==> src/rtl/nfi_pkg.sv <==
package nfi_pkg;

   typedef enum logic [1:0] {
      LK_DATA = 2'b00,
      LK_ADDR = 2'b01,
      LK_CMD  = 2'b10,
      LK_BAD  = 2'b11
   } latch_kind_e;

   function automatic latch_kind_e classify(input logic cle_v, input logic ale_v);
      return latch_kind_e'({cle_v, ale_v});
   endfunction

endpackage

==> src/rtl/nfi_sync.sv <==
module nfi_sync #(
   parameter int          W       = 1,
   parameter int          STAGES  = 2,
   parameter logic [W-1:0] RST_VAL = '0
) (
   input  logic         clk,
   input  logic         rst_n,
   input  logic [W-1:0] d,
   output logic [W-1:0] q
);
   generate
      if (STAGES < 2) begin : g_bad
         $error("nfi_sync needs at least two stages");
      end
   endgenerate

   logic [W-1:0] chain [STAGES];

   always_ff @(posedge clk) begin
      if (!rst_n) begin
         for (int s = 0; s < STAGES; s++) chain[s] <= RST_VAL;
      end else begin
         chain[0] <= d;
         for (int s = 1; s < STAGES; s++) chain[s] <= chain[s-1];
      end
   end

   assign q = chain[STAGES-1];
endmodule

==> src/rtl/nfi_recovery_timer.sv <==
module nfi_recovery_timer #(
   parameter int LIMIT = 2500
) (
   input  logic clk,
   input  logic rst_n,
   input  logic supply_ok,
   output logic ready
);
   localparam int TW = $clog2(LIMIT + 1);

   generate
      if (LIMIT < 1) begin : g_bad
         $error("recovery limit must be at least one cycle");
      end
   endgenerate

   logic [TW-1:0] cnt_q;

   always_ff @(posedge clk) begin
      if (!rst_n || !supply_ok) cnt_q <= '0;
      else if (cnt_q != TW'(LIMIT)) cnt_q <= cnt_q + TW'(1);
   end

   assign ready = (cnt_q == TW'(LIMIT));
endmodule

==> src/rtl/nfi_addr_seq.sv <==
module nfi_addr_seq #(
   parameter int COL_BYTES = 2,
   parameter int ROW_BYTES = 3
) (
   input  logic                      clk,
   input  logic                      rst_n,
   input  logic                      cmd_ev,
   input  logic                      addr_ev,
   input  logic                      step_ev,
   input  logic [7:0]                byte_in,
   output logic [8*COL_BYTES-1:0]    col,
   output logic [8*ROW_BYTES-1:0]    row,
   output logic [$clog2(COL_BYTES+ROW_BYTES+1)-1:0] count
);
   localparam int COL_W = 8 * COL_BYTES;
   localparam int TOTAL = COL_BYTES + ROW_BYTES;
   localparam int CNT_W = $clog2(TOTAL + 1);

   logic [CNT_W-1:0] cnt_q;
   logic [COL_W-1:0] col_q, col_nxt;
   logic             take;

   assign take = addr_ev && (cnt_q != CNT_W'(TOTAL));

   always_comb begin
      col_nxt = col_q;
      if (step_ev) col_nxt = col_q + COL_W'(1);
      for (int i = 0; i < COL_BYTES; i++) begin
         if (take && cnt_q == CNT_W'(i)) col_nxt[8*i +: 8] = byte_in;
      end
   end

   always_ff @(posedge clk) begin
      if (!rst_n) begin
         col_q <= '0;
         cnt_q <= '0;
      end else begin
         col_q <= col_nxt;
         if (cmd_ev)    cnt_q <= '0;
         else if (take) cnt_q <= cnt_q + CNT_W'(1);
      end
   end

   generate
      for (genvar j = 0; j < ROW_BYTES; j++) begin : g_row
         logic [7:0] lane_q;
         always_ff @(posedge clk) begin
            if (!rst_n) lane_q <= '0;
            else if (take && cnt_q == CNT_W'(COL_BYTES + j)) lane_q <= byte_in;
         end
         assign row[8*j +: 8] = lane_q;
      end
   endgenerate

   assign col   = col_q;
   assign count = cnt_q;
endmodule

==> src/rtl/nfi_page_buf.sv <==
module nfi_page_buf #(
   parameter int DEPTH = 64
) (
   input  logic                     clk,
   input  logic                     rst_n,
   input  logic                     wr_en,
   input  logic [$clog2(DEPTH)-1:0] idx,
   input  logic [7:0]               wr_data,
   input  logic                     rd_en,
   output logic [7:0]               rd_data
);
   logic [7:0] mem [DEPTH];

   always_ff @(posedge clk) begin
      if (wr_en) mem[idx] <= wr_data;
   end

   always_ff @(posedge clk) begin
      if (!rst_n)     rd_data <= '0;
      else if (rd_en) rd_data <= mem[idx];
   end
endmodule

==> src/rtl/nand_cmd_front.sv <==
module nand_cmd_front #(
   parameter int CLK_KHZ     = 250000,
   parameter int RECOVERY_US = 10,
   parameter int SYNC_STAGES = 2,
   parameter int COL_BYTES   = 2,
   parameter int ROW_BYTES   = 3,
   parameter int PAGE_BYTES  = 64
) (
   input  logic                  clk,
   input  logic                  rst_n,
   input  logic                  supply_ok,
   input  logic                  ce_n,
   input  logic                  cle,
   input  logic                  ale,
   input  logic                  we_n,
   input  logic                  re_n,
   input  logic                  busy,
   input  logic [7:0]            io_in,
   output logic [7:0]            io_out,
   output logic                  io_oe,
   output logic [7:0]            cmd_code,
   output logic                  cmd_valid,
   output logic [8*COL_BYTES-1:0] col_addr,
   output logic [8*ROW_BYTES-1:0] row_addr,
   output logic [$clog2(COL_BYTES+ROW_BYTES+1)-1:0] addr_count,
   output logic                  illegal_err,
   output logic                  ready,
   output logic                  selected
);
   import nfi_pkg::*;

   localparam int COL_W           = 8 * COL_BYTES;
   localparam int ADDR_BYTES      = COL_BYTES + ROW_BYTES;
   localparam int IDX_W           = $clog2(PAGE_BYTES);
   localparam int RECOVERY_CYCLES = CLK_KHZ * RECOVERY_US / 1000;

   generate
      if ((PAGE_BYTES & (PAGE_BYTES - 1)) != 0 || PAGE_BYTES < 2) begin : g_bad_page
         $error("PAGE_BYTES must be a power of two");
      end
      if (IDX_W > COL_W) begin : g_bad_col
         $error("column counter too narrow for the page buffer");
      end
      if (COL_BYTES < 1 || ROW_BYTES < 1) begin : g_bad_addr
         $error("need at least one column and one row byte");
      end
   endgenerate

   // synchronised strobes {ce_n, cle, ale, we_n, re_n}
   logic [4:0] strb_s;
   logic [7:0] io_s;
   logic       ce_s, cle_s, ale_s, we_s, re_s;
   logic       we_d, re_d;

   nfi_sync #(.W(5), .STAGES(SYNC_STAGES), .RST_VAL(5'b10011)) u_strb_sync (
      .clk(clk), .rst_n(rst_n), .d({ce_n, cle, ale, we_n, re_n}), .q(strb_s)
   );
   nfi_sync #(.W(8), .STAGES(SYNC_STAGES), .RST_VAL(8'h00)) u_bus_sync (
      .clk(clk), .rst_n(rst_n), .d(io_in), .q(io_s)
   );

   assign {ce_s, cle_s, ale_s, we_s, re_s} = strb_s;

   always_ff @(posedge clk) begin
      if (!rst_n) begin
         we_d <= 1'b1;
         re_d <= 1'b1;
      end else begin
         we_d <= we_s;
         re_d <= re_s;
      end
   end

   logic        active, we_rise, re_fall;
   latch_kind_e kind;
   logic        cmd_ev, addr_ev, data_ev, bad_ev, rd_ev;

   assign active  = ready && !ce_s;
   assign we_rise = we_s && !we_d;
   assign re_fall = !re_s && re_d;
   assign kind    = classify(cle_s, ale_s);

   assign cmd_ev  = active && we_rise && kind == LK_CMD;
   assign addr_ev = active && we_rise && kind == LK_ADDR;
   assign data_ev = active && we_rise && kind == LK_DATA;
   assign bad_ev  = active && we_rise && kind == LK_BAD;
   assign rd_ev   = active && re_fall;

   nfi_recovery_timer #(.LIMIT(RECOVERY_CYCLES)) u_timer (
      .clk(clk), .rst_n(rst_n), .supply_ok(supply_ok), .ready(ready)
   );

   nfi_addr_seq #(.COL_BYTES(COL_BYTES), .ROW_BYTES(ROW_BYTES)) u_addr (
      .clk(clk), .rst_n(rst_n), .cmd_ev(cmd_ev), .addr_ev(addr_ev),
      .step_ev(data_ev || rd_ev), .byte_in(io_s),
      .col(col_addr), .row(row_addr), .count(addr_count)
   );

   nfi_page_buf #(.DEPTH(PAGE_BYTES)) u_buf (
      .clk(clk), .rst_n(rst_n), .wr_en(data_ev), .idx(col_addr[IDX_W-1:0]),
      .wr_data(io_s), .rd_en(rd_ev), .rd_data(io_out)
   );

   always_ff @(posedge clk) begin
      if (!rst_n) begin
         cmd_code    <= '0;
         cmd_valid   <= 1'b0;
         illegal_err <= 1'b0;
      end else begin
         cmd_valid <= cmd_ev;
         if (cmd_ev) cmd_code    <= io_s;
         if (bad_ev) illegal_err <= 1'b1;
      end
   end

   assign io_oe    = !ce_s && !re_s;
   assign selected = !ce_s || busy;

endmodule

==> config.mk <==
export PLATFORM = sky130hd
export DESIGN_NAME = nand_cmd_front
export DESIGN_NICKNAME = d
export VERILOG_FILES = /design/src/rtl/nfi_pkg.sv /design/src/rtl/nfi_sync.sv /design/src/rtl/nfi_recovery_timer.sv /design/src/rtl/nfi_addr_seq.sv /design/src/rtl/nfi_page_buf.sv /design/src/rtl/nand_cmd_front.sv
export SDC_FILE = /design/constraint.sdc
export NUM_CORES = 1
export LEC_CHECK = 0
export CORE_ASPECT_RATIO = 0.7
export CORE_MARGIN = 3
export CORE_UTILIZATION = 60
export CTS_CLUSTER_SIZE = 10
export DETAILED_ROUTE_END_ITERATION = 7
export DONT_BUFFER_PORTS = 1
export PLACE_DENSITY = 0.77
export SYNTH_ARGS = -nofsm -noshare
export SYNTH_HDL_FRONTEND = slang
export SYNTH_SLANG_ARGS = --single-unit
export TNS_END_PERCENT = 30
==> constraint.sdc <==
create_clock -name clk -period 3.75 [get_ports clk]
set_input_delay 1.125 -clock clk [delete_from_list [all_inputs] [get_ports clk]]
set_output_delay 1.125 -clock clk [all_outputs]
set_load 0.005 [all_outputs]
; Yosys cells after proc, flatten, opt, wreduce, memory -nomap -nowiden
; Memories as Yosys holds them, arrays and structs flattened. A register that Yosys moved wholly into a read port is not among the register bits.
; Index checks and enable logic that the tools add are counted.
[classes]
addsub = 3
eq_ne = 10
mux = 11
n_bitwise = 5
n_reduce_logical = 30
[op_table]
columns = operator, count
row1 = two-way mux 8 bit, 4
row2 = "adder 16 x 1 -> 16 bit, second input constant", 1
row3 = logical AND 1 bit, 16
row4 = two-way mux 16 bit, 1
row5 = "adder 12 x 1 -> 12 bit, second input constant", 1
row6 = "equality test 12 bit, second input constant", 1
row7 = "!= test 12 bit, second input constant", 1
row8 = two-way mux 5 bit, 2
row9 = "equality test 3 x 2 -> 1 bit, second input constant", 2
row10 = logical NOT 1 bit, 6
row11 = "equality test 2 bit, second input constant", 2
row12 = two-way mux 1 bit, 4
row13 = bitwise OR 1 bit, 4
row14 = nonzero test 2 bit, 2
row15 = "adder 3 x 1 -> 3 bit, second input constant", 1
row16 = "equality test 3 x 1 -> 1 bit, second input constant", 1
row17 = "equality test 3 bit, second input constant", 1
row18 = logical NOT 3 bit, 1
row19 = logical OR 1 bit, 3
row20 = "!= test 3 bit, second input constant", 1
row21 = "equality test 2 x 1 -> 1 bit, second input constant", 1
row22 = logical NOT 2 bit, 1
row23 = OR reduction 2 bit, 1
row24 = inverter 1 bit, 1
[word_totals]
regBits = 67
ram_bits = 538
word_cells = 74
memories = 3
[mem_list]
columns = memory, words, word_bits, read_ports, rd_clocked_by_memory_dff, wr, line_no
row1 = u_buf.mem, 64, 8, 1, 1, 1, nfi_page_buf.sv:12  ; logic [7:0] mem [DEPTH];
row2 = u_bus_sync.chain, 2, 8, 2, 0, 2, nfi_sync.sv:17  ; logic [W-1:0] chain [STAGES];
row3 = u_strb_sync.chain, 2, 5, 2, 0, 2, nfi_sync.sv:17

; Depth between registers and ports, before layout
; Gate-level depths: netlist of run 1.
[logic_depth]
depth_word = 7
ltp_mapped = 10
depth_no_buf = 8

; Cells and area by module
; From an unflattened synthesis of run 1, not the netlist that was laid out.
[hier_totals]
hier_cells = 1574
hier_area_um2 = 24239.5
[modules_own_cells]
columns = module, n_inst, cells_per_inst, area_each_um2, seq_area_each_um2
row1 = nfi_page_buf, 1, 1145, 20288.2, 15534.9
row2 = nfi_addr_seq, 1, 236, 1984.4, 860.8
row3 = nfi_recovery_timer, 1, 74, 644.4, 240.2
row4 = nand_cmd_front, 1, 53, 515.5, 240.2
row5 = nfi_sync (u_bus_sync), 1, 41, 506.7, 320.3
row6 = nfi_sync (u_strb_sync), 1, 25, 300.3, 200.2

; Worst setup path before layout of run 1
; Ideal clock, no wire load.
[synth_timing]
kind = reg2reg
startpoint = register u_timer.cnt_q[0]
endpoint = memory u_buf.mem[52][0] (enable)
setup_ns = 0.395
arrival_ns = 2.291
slack_ns = 1.065
stages_incl_launch_ff = 8
cell_sequence = dfxtp_1 > inv_1 > ha_1 > and4bb_2 > nand3_1 > nor3_1 > nand2_1 > nor4_1
[synth_via]
elab_chain_cells = 6
[synth_lines]
columns = item, line_no
row1 = from (decl), nfi_recovery_timer.sv:17  ; logic [TW-1:0] cnt_q;
row2 = from (signal assigned), nfi_recovery_timer.sv:21  ; else if (cnt_q != TW'(LIMIT)) cnt_q <= cnt_q + TW'(1);
row3 = equality test 12 bit, nfi_recovery_timer.sv:24  ; assign ready = (cnt_q == TW'(LIMIT));
row4 = logical AND 1 bit, nand_cmd_front.sv:78  ; assign active = ready && !ce_s;
row5 = logical AND 1 bit (2 in series), nand_cmd_front.sv:85  ; assign data_ev = active && we_rise && kind == LK_DATA;
row6 = two-way mux 1 bit, nfi_page_buf.sv:15  ; if (wr_en) mem[idx] <= wr_data;
row7 = two-way mux 1 bit (implied by the code), nfi_page_buf.sv:15
row8 = to (decl), nfi_page_buf.sv:12
; No other way between the ends.

; Worst setup path in the final report of run 1
[layout_timing]
startpoint = register u_timer.cnt_q[0]
endpoint = memory u_buf.mem[46][3] (enable)
; The elaborated chain is that of the path after synthesis.

==> impl_metrics.py, run 1 <==
metrics = {
    "routing": {
        "dr_total_vias": 15300,
        "ant_nets": 0,
        "drcViolationCount": 0,
        "drt_iter0_drc": 2478,
        "viasPerCell": 6.910,
        "wl_um": 66680,
        "drt_pass1_iterations": 6,
        "wl_per_cell_um": 30.12,
    },
    "setup_path": {
        "path_delay_family": "simple AND/OR/NAND/NOR gates",
        "reg2reg_to": "u_buf.mem[46][3]",
        "critPathSlowestCell": "nor2_1",
        "r2r-start": "u_timer.cnt_q[0]",
        "cp.arrival_ns": 3.63,
        "crit_top_cell": "nand3_1",
        "crit_cells": 7,
        "path_cells": "inv_1 > ha_1 > and4bb_2 > nand3_1 > nor3_1 > nand3_1 > nor2_1",
        "reg2reg_depth": 7,
        "startpoint": "u_timer.cnt_q[0]",
        "critPathCaptureType": "flip-flop",
        "slowest_delay_ns": 0.70,
        "worstPathRequired_ns": 3.98,
        "rrSetupSlack_ns": 0.35,
        "cp_max_fo": 8,
        "critPathBufInv": 1,
        "critical_path.endpoint": "u_buf.mem[46][3]",
        "setup.worst_path.start_class": "flip-flop",
        "path_class": "flip-flop to flip-flop",
    },
    "cells_and_area": {
        "final_area_um2": 27120,
        "layout-area-overhead-vs-synth_pct": 12.95,
        "drive_above_1_share_pct": 17.78,
        "n_fill_cell": 2439,
        "nNetsFinal": 1672,
        "n_antenna_cell": 0,
        "multi_input_area_um2": 6097,
        "seq_area_um2": 17420,
    },
    "floorplan": {
        "dieHeight_um": 173.4,
        "core_area_um2": 38960,
        "fp.dieArea_um2": 42500,
        "die_w_um": 245.1,
        "start_util_pct": 61.63,
        "rows": 60,
        "ios": 81,
    },
    "power": {
        "vdd_drop_max_mv": 0.5421,
        "p_leak_nw": 9.585,
        "power_density_nw_per_um2": 502.4,
    },
    "synthesis": {
        "netlist_instances": 1557,
        "netlist_area_um2": 24010,
        "postSynthRegisterBits": 613,
        "post-synth-top-area-fraction_pct": 64.02,
        "synth_top_area_cell": "edfxtp_1",
        "netlist_top_cells_area": "edfxtp_1 64%, dfxtp_1 8.4%, mux4_2 2.8%",
        "ys.flop_type": "edfxtp_1",
        "yosysUniqueCellTypes": 65,
        "yosysMostFrequentCell": "edfxtp_1",
        "synthSimpleGateAreaFrac_pct": 7.018,
        "yosys_warnings": 0,
        "syn_nets": 1582,
        "synth-xor-area-share_pct": 0.8753,
        "async_flop_share_pct": 0,
        "synth_edf_count": 512,
        "synth_commonest_cells": "512 x edfxtp_1, 106 x nor2_1, 101 x dfxtp_1",
        "synth_sequential_area_ratio_pct": 72.44,
        "synth_top_family_by_area": "compound AO/OA/AOI/OAI gates",
        "synth_mux_area_share_pct": 7.920,
        "synth_compound_area_share_pct": 9.149,
        "syn_area_per_cell_um2": 15.42,
        "synthAdderAreaFrac_pct": 0.4168,
    },
    "cts": {
        "h-tree-depth": 3,
        "cts_resized": 0,
        "clock_latency_ns": 0.59,
        "cts_hold_buf": 0,
        "cts_made_buffers": 71,
        "clockRootBuffer": "clkbuf_16",
        "path_clk_slew_ns": 0.05,
        "post_cts.repair.setup_buffers": 0,
        "tritoncts": "yes",
        "cts_max_path_buffers": 3,
        "clock-sinks": 613,
    },
    "place": {
        "dpl_cell_area_um2": 25100,
        "gp_congestion": 0.9748,
        "port_buffers": 0,
        "post-place-ws_ns": 0.5181,
        "dp_hpwl_um": 41410,
    },
    "min_path": {
        "hold_class": "flip-flop to flip-flop",
    },
    "timing": {
        "fin_ws_ns": 0.3469,
        "period_share_pct": 90.75,
        "period_needed_ns": 3.403,
        "skew_ns": 0.02075,
        "slew_headroom_pct": 14.29,
        "max_freq_mhz": 293.9,
        "finalSetupViolCount": 0,
        "worst_pin_slew_ns": 1.284,
        "fin_tns_setup_ns": 0,
        "maxSlewViolCount": 0,
        "rsz0062_at_grt": "no",
        "hold_viol": 0,
    },
    "global_route": {
        "grt-busiest-layer": "met1",
        "grt_max_degree": 54,
        "grt_pass1_wl_um": 97490,
        "grt_overflow": 0,
        "grt_pass1_vias": 14670,
        "grtUsageMet2_pct": 43.42,
        "track_usage_pct": 31.20,
        "grt_util_met3_pct": 11.83,
        "met1_usage_pct": 46.20,
        "antenna_found_initial": 0,
    },
    "outcome": {
        "status": "completed",
    },
    "run": {
        "maxCapViolations": 0,
    },
}
worst register-to-register path: stages, from the launching register on:
cell      delay, ns
dfxtp_1        0.32
inv_1          0.09
ha_1           0.15
and4bb_2       0.28
nand3_1        0.23
nor3_1         0.68
nand3_1        0.58
nor2_1         0.71
per-layer routing:
layer / share of wire (%) / wire length [um] / vias up
met1: 38 / 25470 / 7602
met2: 43 / 28670 / 1283
met4: 3.0 / 1978 / 0
met5: 0 / 0 / -
li1: - / - / 6251
met3: 16 / 10570 / 162
cell type report:
type | count | area share, %
Inverter | 12 | 0.1661
Tap cell | 527 | 2.431
Multi-Input combinational cell | 835 | 22.48
Timing Repair Buffer | 114 | 3.247
Clock buffer | 106 | 7.113
Clock inverter | 7 | 0.3506
Sequential cell | 613 | 64.21
kinds of logic (layout without fill, tap and decap cells):
kind of cell               count (synthesis)  count (layout)
AOI/OAI and AO/OA                        311             311
buffers and inverters                    109             239
xor gates and xnor gates                  24              24
and+or+nand+nor                          346             346
adders and majority gates                  8               8
muxes                                    146             146
DFF                                      613             613
worst min path at each step:
stage                     slack, ns                    start  cells past startpoint                       to
after global routing           0.43  u_strb_sync.chain[0][0]                      1  u_strb_sync.chain[0][5]
after CTS                      0.40  u_strb_sync.chain[0][0]                      1  u_strb_sync.chain[0][5]
after global placement         0.39  u_strb_sync.chain[0][0]                      1  u_strb_sync.chain[0][5]
after floorplan                0.39  u_strb_sync.chain[0][0]                      1  u_strb_sync.chain[0][5]
final                          0.40  u_strb_sync.chain[0][0]                      1  u_strb_sync.chain[0][5]
after detailed placement       0.39  u_strb_sync.chain[0][0]                      1  u_strb_sync.chain[0][5]
flip-flops by register name (all words and copies together) (netlist names), 3 cells and up:
register and count:
u_buf.rd_data 8, u_addr.count 3, u_addr.g_row.lane_q 24, u_buf.mem 512, u_timer.cnt_q 12, u_strb_sync.chain 10, u_addr.col 16, u_bus_sync.chain 16
cmd_code 8
placed cells by master (no fill, tap or decap), types with 17 or more instances in the layout:
master and instances:
a21oi_1 69, a221oi_1 60, a22o_1 19, a22oi_1 26, and2_1 27, buf_4 112
clkbuf_1 34, clkbuf_16 72, dfxtp_1 90, edfxtp_1 512, mux2_2 52, mux2i_1 64
mux4_2 30, nand2_1 93, nand2b_1 19, nand3_1 22, nor2_1 105, nor3_1 17
o21ai_0 42, o22ai_1 30
power by group:
part | internal [mW] | switching [mW]
Combinational | 0.0166 | 0.0573
Clock | 3.56 | 2.58
Sequential | 7.36 | 0.0525
metrics by stage:
step / power [mW] / hold slack [ns] / instances / utilization, %
4_1_cts: 13.67 / 0.4039 / 2214 / 69.62
5_1_grt: 13.94 / 0.4252 / 2214 / 69.62
6_report: 13.63 / 0.4036 / 2214 / 69.62
3_5_place_dp: 7.624 / 0.3916 / 2101 / 64.42
2_1_floorplan: 7.572 / 0.3863 / 1557 / -
3_3_place_gp: 7.619 / 0.3914 / 2101 / 64.42
(Power assumes the default switching activity.)
==> run 2, diff against run 1 <==
--- a/config.mk
+++ b/config.mk
@@ -5,13 +5,16 @@
 export SDC_FILE = /design/constraint.sdc
 export NUM_CORES = 1
 export LEC_CHECK = 0
+export ABC_AREA = 1
 export CORE_ASPECT_RATIO = 0.7
 export CORE_MARGIN = 3
 export CORE_UTILIZATION = 60
 export CTS_CLUSTER_SIZE = 10
 export DETAILED_ROUTE_END_ITERATION = 7
 export DONT_BUFFER_PORTS = 1
+export GPL_TIMING_DRIVEN = 0
 export PLACE_DENSITY = 0.77
+export SKIP_LAST_GASP = 1
 export SYNTH_ARGS = -nofsm -noshare
 export SYNTH_HDL_FRONTEND = slang
 export SYNTH_SLANG_ARGS = --single-unit
==> run 2 against run 1 <==
Against the previous run: sequential power up 0.5%; area after synthesis up 5.9%; total power rose by 1.2%; flip-flop and latch count did not move; global-route usage is 1.0 points higher; utilization fell by 1.5 points; first-iteration DRC count up 19%; cell count increased by 36%; worst setup slack got worse by 0.46 ns; via count rose by 20%; the run now ends with setup timing left; wire length increased by 9.0%; critical endpoint is now u_buf.mem[57][1].
==> impl_metrics.py, run 2 <==
metrics = {
    "outcome": {
        "status": "finished, violations left",
        "violations": "setup timing",
    },
    "floorplan": {
        "core_area_um2": 41420,
        "start_util_pct": 61.38,
        "die_w_um": 252.1,
        "fp.dieArea_um2": 44920,
        "rows": 62,
        "dieHeight_um": 178.2,
        "ios": 81,
    },
    "global_route": {
        "track_usage_pct": 32.22,
        "grt_pass1_wl_um": 105300,
        "grt_max_degree": 71,
        "grt_pass1_vias": 17230,
        "grt_overflow": 0,
        "antenna_found_initial": 1,
    },
    "timing": {
        "rsz0062_at_grt": "yes",
        "worst_pin_slew_ns": 1.421,
        "period_needed_ns": 3.867,
        "max_freq_mhz": 258.6,
        "slew_headroom_pct": 4.508,
        "hold_viol": 0,
        "finalSetupViolCount": 32,
        "fin_tns_setup_ns": -2.138,
        "fin_ws_ns": -0.1168,
        "skew_ns": 0.02426,
        "period_share_pct": 103.1,
        "maxSlewViolCount": 0,
    },
    "power": {
        "power_density_nw_per_um2": 488.9,
        "vdd_drop_max_mv": 0.4115,
        "p_leak_nw": 11.38,
    },
    "synthesis": {
        "yosysMostFrequentCell": "edfxtp_1",
        "netlist_instances": 2338,
        "post-synth-top-area-fraction_pct": 60.47,
        "synth_top_family_by_area": "simple AND/OR/NAND/NOR gates",
        "yosys_warnings": 0,
        "synth_edf_count": 512,
        "synth_mux_area_share_pct": 0,
        "syn_nets": 2363,
        "yosysUniqueCellTypes": 40,
        "synth_compound_area_share_pct": 7.942,
        "synthSimpleGateAreaFrac_pct": 16.96,
        "synth_commonest_cells": "512 x edfxtp_1, 394 x nor2_1, 366 x nand2_1",
        "synthAdderAreaFrac_pct": 0.3937,
        "synth-xor-area-share_pct": 0.4133,
        "async_flop_share_pct": 0,
        "ys.flop_type": "edfxtp_1",
        "netlist_area_um2": 25430,
        "postSynthRegisterBits": 613,
        "netlist_top_cells_area": "edfxtp_1 60%, dfxtp_1 8.0%, nor2_1 5.8%",
        "syn_area_per_cell_um2": 10.88,
        "synth_sequential_area_ratio_pct": 68.42,
        "synth_top_area_cell": "edfxtp_1",
    },
    "routing": {
        "wl_um": 72650,
        "ant_nets": 0,
        "drt_pass1_iterations": 6,
        "wl_per_cell_um": 24.20,
        "viasPerCell": 6.105,
        "drcViolationCount": 0,
        "dr_total_vias": 18330,
        "drt_iter0_drc": 2947,
    },
    "setup_path": {
        "cp_max_fo": 10,
        "cp.arrival_ns": 4.07,
        "setup.worst_path.start_class": "flip-flop",
        "path_class": "flip-flop to flip-flop",
        "worstPathRequired_ns": 3.95,
        "critPathCaptureType": "flip-flop",
    },
    "place": {
        "dp_hpwl_um": 47640,
        "port_buffers": 0,
        "gp_congestion": 1.031,
        "placedCellCount": 2883,
        "post-place-ws_ns": 0.05179,
        "dpl_cell_area_um2": 26160,
    },
    "cells_and_area": {
        "final_cell_mix": "512 x edfxtp_1, 394 x nor2_1, 366 x nand2_1",
        "final_area_um2": 28220,
        "largest_register_ffs": 512,
        "final_common_cell": "edfxtp_1",
        "largest-register": "u_buf.mem",
        "drive_above_1_share_pct": 9.927,
        "layout-area-overhead-vs-synth_pct": 10.97,
        "nNetsFinal": 2437,
        "final_cells": 3002,
        "n_antenna_cell": 0,
        "post-route-util_pct": 68.12,
        "n_fill_cell": 2975,
        "reg_top3": "u_buf.mem x512, u_addr.g_row.lane_q x24",
    },
    "cts": {
        "clockRootBuffer": "clkbuf_16",
        "tritoncts": "yes",
        "clock_latency_ns": 0.60,
        "clock-sinks": 613,
        "path_clk_slew_ns": 0.06,
        "h-tree-depth": 3,
        "cts_made_buffers": 71,
        "cts_max_path_buffers": 3,
        "cts_hold_buf": 0,
    },
    "min_path": {
        "hold_class": "flip-flop to flip-flop",
    },
    "run": {
        "maxCapViolations": 0,
    },
}
run 2: cell types whose count changed after synthesis, sizes merged, moves of 49 or more:
cell    previous run  this run
a221oi            60         0
inv               12       237
or2                3        65
o21ai             42       205
nand2             93       372
o211ai             0       104
mux2              52         0
mux2i             64         0
nor2             106       403
a21oi             69        20
nand3             22       128
run 2: routing by layer:
metal	wire length, um	vias up	global-route usage, %
li1	-	8077	-
met3	10360	173	10.55
met1	28420	8781	46.00
met2	31720	1293	47.39
met5	7	-	0
met4	2148	2	10.23
run 2: path summary, 6_finish.rpt:
path,depth (start not counted),from,slack (ns),to
worst min register to register,2,u_bus_sync.chain[0][1],0.40,u_bus_sync.chain[0][9]
worst max-delay path,5,u_addr.col[0],-0.12,u_buf.mem[57][1]
worst min-delay path,2,u_bus_sync.chain[0][1],0.40,u_bus_sync.chain[0][9]
worst max register to register,5,u_addr.col[0],-0.12,u_buf.mem[57][1]
run 2: power by group:
part / switching, mW / internal (mW) / leakage (nW)
Clock: 2.61 / 3.68 / 0.990
Sequential: 0.0881 / 7.36 / 6.48
Combinational: 0.0408 / 0.0144 / 3.91
run 2: through the flow:
stage          hold slack (ns)  power [mW]
2_1_floorplan           0.3905       7.577
3_5_place_dp            0.3951       7.639
4_1_cts                 0.4043       13.78
3_3_place_gp            0.3939       7.645
6_report                0.4034       13.80
5_1_grt                 0.4272       14.09
run 2: cells by family after synthesis:
group                    after synthesis
AO/OA/AOI/OAI                        343
buffers and inverters                352
AND/OR/NAND/NOR                     1010
flip-flops                           613
XOR/XNOR                              12
adder cells (fa/ha/maj)                8
run 2: timing repair:
action                                  in CTS  in global routing
endpoints found under the hold margin        0                  0
endpoints found under the setup margin       0                 32
setup buffers                                0                  0
gates resized for setup                      0                  0
run 2: critical path, cell delays in order (launching register included):
cell and delay (ns):
dfxtp_1 0.81, buf_4 0.35, buf_2 0.35, buf_2 0.50, nand3_1 0.49, nor2_1 0.95
run 2: cell type report:
class	count	area, um2	area share [%]
timing repair buffer	1	20.02	0.07095
inverter	240	900.9	3.193
buffer	112	593.1	2.102
clock inverter	4	35.03	0.1242
clock buffer	115	2027	7.183
tap	544	680.7	2.412
sequential	613	17420	61.75
multi-input combinational	1373	6536	23.16
